**src/rtl/cmul_pkg.sv**
```systemverilog
package cmul_pkg;

  // Selects the combining operation that follows a pair of products
  typedef enum logic {
    OP_ADD = 1'b0,
    OP_SUB = 1'b1
  } cmul_op_e;

endpackage

```
**src/rtl/cmul_pipe_reg.sv**
```systemverilog
// Rank of D flip-flops with synchronous active-high clear
module cmul_pipe_reg #(
  parameter int WIDTH = 8
) (
  input  logic             clk,
  input  logic             rst,
  input  logic [WIDTH-1:0] d,
  output logic [WIDTH-1:0] q
);

  always_ff @(posedge clk) begin
    if (rst) q <= '0;
    else     q <= d;
  end

endmodule

```
**src/rtl/cmul_smul.sv**
```systemverilog
// Signed W x W multiplier producing the full 2W-bit product
module cmul_smul #(
  parameter int W = 16
) (
  input  logic [W-1:0]   a,
  input  logic [W-1:0]   b,
  output logic [2*W-1:0] p
);

  localparam int PW = 2 * W;

  logic signed [PW-1:0] a_ext;
  logic signed [PW-1:0] b_ext;
  logic signed [PW-1:0] prod;

  assign a_ext = PW'($signed(a));
  assign b_ext = PW'($signed(b));
  assign prod  = a_ext * b_ext;
  assign p     = prod;

endmodule

```
**src/rtl/cmul_addsub.sv**
```systemverilog
// Combines two signed products, reporting loss of the top bit
module cmul_addsub
  import cmul_pkg::*;
#(
  parameter int       PW = 32,
  parameter cmul_op_e OP = OP_ADD
) (
  input  logic [PW-1:0] lhs,
  input  logic [PW-1:0] rhs,
  output logic [PW-1:0] res,
  output logic          ovf
);

  logic signed [PW:0] lhs_x;
  logic signed [PW:0] rhs_x;
  logic signed [PW:0] wide;

  assign lhs_x = {lhs[PW-1], lhs};
  assign rhs_x = {rhs[PW-1], rhs};

  generate
    if (OP == OP_SUB) begin : g_sub
      assign wide = lhs_x - rhs_x;
    end else begin : g_add
      assign wide = lhs_x + rhs_x;
    end
  endgenerate

  assign res = wide[PW-1:0];
  assign ovf = wide[PW] ^ wide[PW-1];

endmodule

```
**src/rtl/cplx_mul_reg.sv**
```systemverilog
// Two-rank pipelined signed complex multiplier
module cplx_mul_reg
  import cmul_pkg::*;
#(
  parameter int W = 16
) (
  input  logic           clk,
  input  logic           rst,
  input  logic [W-1:0]   x_re,
  input  logic [W-1:0]   x_im,
  input  logic [W-1:0]   y_re,
  input  logic [W-1:0]   y_im,
  output logic [2*W-1:0] p_re,
  output logic [2*W-1:0] p_im,
  output logic           p_re_ovf,
  output logic           p_im_ovf
);

  localparam int PW    = 2 * W;
  localparam int IN_W  = 4 * W;
  localparam int OUT_W = 2 * PW + 2;
  localparam int NMUL  = 4;

  // Input rank
  logic [IN_W-1:0] in_q;
  logic [W-1:0]    a_q, b_q, c_q, d_q;

  cmul_pipe_reg #(.WIDTH(IN_W)) u_in_rank (
    .clk (clk),
    .rst (rst),
    .d   ({x_re, x_im, y_re, y_im}),
    .q   (in_q)
  );

  assign a_q = in_q[4*W-1:3*W];
  assign b_q = in_q[3*W-1:2*W];
  assign c_q = in_q[2*W-1:W];
  assign d_q = in_q[W-1:0];

  // Product array: 0 = ac, 1 = bd, 2 = ad, 3 = bc
  logic [W-1:0]  m_l [NMUL];
  logic [W-1:0]  m_r [NMUL];
  logic [PW-1:0] prod [NMUL];

  assign m_l[0] = a_q;  assign m_r[0] = c_q;
  assign m_l[1] = b_q;  assign m_r[1] = d_q;
  assign m_l[2] = a_q;  assign m_r[2] = d_q;
  assign m_l[3] = b_q;  assign m_r[3] = c_q;

  generate
    for (genvar g = 0; g < NMUL; g++) begin : g_mul
      cmul_smul #(.W(W)) u_mul (
        .a (m_l[g]),
        .b (m_r[g]),
        .p (prod[g])
      );
    end
  endgenerate

  // Combine stage
  logic [PW-1:0] re_c, im_c;
  logic          re_ovf_c, im_ovf_c;

  cmul_addsub #(.PW(PW), .OP(OP_SUB)) u_real (
    .lhs (prod[0]),
    .rhs (prod[1]),
    .res (re_c),
    .ovf (re_ovf_c)
  );

  cmul_addsub #(.PW(PW), .OP(OP_ADD)) u_imag (
    .lhs (prod[2]),
    .rhs (prod[3]),
    .res (im_c),
    .ovf (im_ovf_c)
  );

  // Output rank
  logic [OUT_W-1:0] out_q;

  cmul_pipe_reg #(.WIDTH(OUT_W)) u_out_rank (
    .clk (clk),
    .rst (rst),
    .d   ({re_ovf_c, im_ovf_c, re_c, im_c}),
    .q   (out_q)
  );

  assign p_re_ovf = out_q[OUT_W-1];
  assign p_im_ovf = out_q[OUT_W-2];
  assign p_re     = out_q[2*PW-1:PW];
  assign p_im     = out_q[PW-1:0];

endmodule

```
**config.mk**
```make
export PLATFORM = sky130hd
export DESIGN_NAME = cplx_mul_reg
export DESIGN_NICKNAME = d
export VERILOG_FILES = /design/src/rtl/cmul_pkg.sv /design/src/rtl/cmul_pipe_reg.sv /design/src/rtl/cmul_smul.sv /design/src/rtl/cmul_addsub.sv /design/src/rtl/cplx_mul_reg.sv
export SDC_FILE = /design/constraint.sdc
export NUM_CORES = 2
export LEC_CHECK = 0
export BUFFER_PORTS_ARGS = -buffer_cell sky130_fd_sc_hd__buf_2
export CELL_PAD_IN_SITES_DETAIL_PLACEMENT = 1
export CELL_PAD_IN_SITES_GLOBAL_PLACEMENT = 1
export CORE_MARGIN = 2
export CORE_UTILIZATION = 50
export DETAILED_ROUTE_END_ITERATION = 12
export GPL_ROUTABILITY_DRIVEN = 1
export GPL_TIMING_DRIVEN = 0
export PLACE_DENSITY = 0.82
export SKIP_CTS_REPAIR_TIMING = 1
export SYNTH_ARGS = -nofsm -noshare
export SYNTH_HDL_FRONTEND = slang
export SYNTH_SLANG_ARGS = --single-unit
```
**constraint.sdc**
```tcl
create_clock -name clk -period 9.44 [get_ports clk]
set_clock_uncertainty 0.15 [all_clocks]
set_input_delay 0.472 -clock clk [delete_from_list [all_inputs] [get_ports clk]]
set_output_delay 0.472 -clock clk [all_outputs]
set_load 0.005 [all_outputs]
```
==> impl_results.md <==
- Hold path endpoint: u_in_rank.q[55]
- Layout area overhead: 6.25%
- Clk buf depth: 2
- Fillers: 10100
- Initial antenna violation count: 16
- Die span in x: ~300 um
- WP data required: 9.65 ns
- Register area share after synthesis: 0.0595
- LEAKAGE: between 20 and 25 nW
- Gr usage total: 0.378
- # rows: about 110
- Worst-path clk slew: approximately 0.070 ns
- First-pass GRT wire length: 240 mm
- Synth Instances: 4599
- DR pass1 iterations: 7
- Worst Hold Class: in -> reg
- FF/Latch Area: 2600 um^2
- Final min period: 9.29 ns
- Final Hold Fails: 0
- DR iter-0 viols: 2819
- RR Endpoint: u_out_rank.q[64]
- P_sw: 0.0105 W
- Commonest register cell after synthesis: dfxtp_1
- Multi-input logic area: between 30000 and 40000 um^2
- DP Worst Slack: -0.113 ns
- Mapped Area: about 44000 um^2
- WL/cell: 27.3 um
- Routability cong.: between 1 and 1.5
- Synth Register Bits: 130
- Pin count of the biggest net entering global routing: 17
- Combinational fraction of design power: 0.916
- Max Freq: around 110 MHz
- Crit share post-route: 0.984
- CTS buffer count: 17
- CTS H-Tree Depth: 4
- Die Ht: 300 um
- Post-synth EDFFs: 0
- CP arrival: around 9.5 ns
- R2R setup slack: 0.15 ns
- CP Class: reg -> reg
- Synthesis Warnings: 0
- Maximum VDD drop: 0.693 mV
- Clock power share: 0.038
- Synth Area per Inst: between 9 and 10 um^2
- Core Region: 86800 um^2
- Routed vias: approximately 33000
- Final WS setup: 0.154 ns
- Layout cells sized above 1: 0.0382
- Worst-Margin Slew: 1.42 ns
- Min-delay src: x_re[7]
- DRC: 0
- WHS Path Cells: 2
- Vias in the first global route: roughly 38000
- Unique masters post-synth: 58
- GR Overflow Total: 0
- Fraction of power consumed by sequential logic: 0.046
- Routed vias/inst: 5.57
- R2r worst-path depth: 25
- Ports: 132
- Critical Path Start Type: flop
- Status: finished clean
- Clk sinks: 130
- Root Driver: clkbuf_16
- Die area: between 80000 and 90000 um^2
- FFs w/ async S/R, synth: 0
- Clock Latency Late Sink: 0.53 ns
- Endpoint class of the critical path: flop
- RR Startpoint: u_in_rank.q[15]
- Final Power: 0.0189 W
- Initial Utilization: 0.505
- Syn_nets: about 6100
- CP Launch Point: u_in_rank.q[15]
- Number of setup violations in the final report: 0
- Final net count: 6299
- CTS tree: built
- Maxcap violations: 0
- ANT nets after route: 0
- Hpwl dp: 132 mm
- Port Buffers: 131
- DRT Wirelength: 162 mm
- Max transition margin: 0.0547
- Int Power: ~0.0084 W
- Worst Path Max Fanout: 10
- Switching Share: 0.556
- Final max-slew violation count: 0
- Power Density: 405 nW/um^2
- RSZ-0062 raised after global routing: true
- Post-Route Setup TNS: 0 ns
[cells in the final DEF (no fill, tap or decap), types with 33 or more instances in the layout]
| cell | count |
|---|---|
| inv_1 | 1275 |
| fa_1 | 1173 |
| nand2_1 | 505 |
| and2_1 | 485 |
| ha_1 | 310 |
| clkbuf_1 | 203 |
| buf_2 | 131 |
| dfxtp_1 | 129 |
| nor2_1 | 104 |
| nor2b_1 | 81 |
| xnor2_1 | 57 |
| a21oi_1 | 55 |
| xor2_1 | 33 |
[synthesized netlist by cell type, types with 8 or more instances]
cell      instances  area, um^2
ha_1            310        3880
a211oi_1          8        60.1
and2_1          485        3030
inv_1          1276        4790
nor3_1           10        50.1
nand2b_1         32         200
xor2_1           33         289
a21o_1           24         180
dfxtp_1         130        2600
xnor2_1          57         499
o21ai_0          26         130
nor2_1          104         390
a21oi_1          55         275
and3_1            9        56.3
nand2_1         505        1900
clkbuf_1        205         769
nor2b_1          81         507
fa_1           1173       23500
[flip-flops by register name, indices dropped and copies added (netlist names)]
register	flops
u_in_rank.q	64
u_out_rank.q	66
[routing by layer]
metal / vias to the layer above / GRT usage / wire [um]
li1: 13300 / - / -
met1: 17300 / 0.447 / 56200
met2: 1872 / 0.586 / 73400
met3: 550 / 0.119 / 18400
met4: 6 / 0.270 / 14000
met5: - / 0 / 114
[worst max-delay path by stage]
stage / cells after the start / to / slack [ns]
detailed placement: 25 / u_out_rank.q[64] / -0.11
floorplan: 26 / u_out_rank.q[64] / 1.88
global placement: 26 / u_out_rank.q[65] / 0.08
finish: 25 / u_out_rank.q[64] / 0.15
CTS: 25 / u_out_rank.q[64] / -0.17
global route: 26 / u_out_rank.q[64] / -0.15
[cells by family (layout without fill, tap and decap cells)]
family	after synthesis	in the layout	share of synthesized area
xor+xnor	91	91	0.0185
buf+inv	1483	1644	0.127
fa+ha+maj	1483	1483	0.625
compound gates	164	164	0.0262
flops	130	130	0.0595
other cells	0	16	0
simple gates	1248	1248	0.144
[power by group through the flow]
| stage | sequential [W] | combinational (W) | clock [W] |
|---|---|---|---|
| 2_1_floorplan | 0.000866 | 0.0130 | 0 |
| 3_3_place_gp | 0.000876 | 0.0163 | 0 |
| 3_5_place_dp | 0.000878 | 0.0171 | 0 |
| 4_1_cts | 0.000867 | 0.0173 | 0.000734 |
| 5_1_grt | 0.000882 | 0.0196 | 0.000747 |
| 6_report | 0.000874 | 0.0173 | 0.000717 |
[metrics by stage]
| step | util | instance area (um^2) | hold WS [ns] | std cells |
|---|---|---|---|---|
| final | 0.536 | 46500 | 0.00555 | 5931 |
| after CTS | 0.535 | 46400 | -0.0190 | 5914 |
| after detailed placement | 0.529 | 45900 | 0.537 | 5885 |
| after floorplan | - | 43800 | 0.450 | 4599 |
| after global placement | 0.529 | 45900 | 0.534 | 5885 |
| after global routing | 0.536 | 46500 | 0.0113 | 5916 |
[critical path: stages, from the launching register on]
cell	delay (ns)
dfxtp_2	0.68
clkinvlp_4	0.46
clkbuf_1	0.63
nor2_1	0.35
fa_1	0.49
fa_1	0.51
inv_1	0.05
fa_1	0.49
inv_1	0.06
fa_1	0.49
fa_1	0.62
fa_1	0.45
fa_1	0.49
inv_1	0.05
fa_1	0.47
inv_1	0.04
ha_1	0.35
and3_1	0.31
and2_1	0.21
a221oi_1	0.30
o21ai_1	0.34
a31oi_2	0.37
nor3b_1	0.09
a311oi_1	0.38
xor2_1	0.19
nor2_1	0.07
[area by class of cell]
class	instances	area share
Antenna cell	16	0.000861
Clock inverter	6	0.00172
Timing Repair Buffer	132	0.0144
Inverter	1277	0.103
Sequential cell	130	0.0560
Buffer	206	0.0167
Tap cell	1155	0.0311
Multi-Input combinational cell	2986	0.766
Clock buffer	23	0.0105
Note: power is estimated with default switching activity, not from simulation.
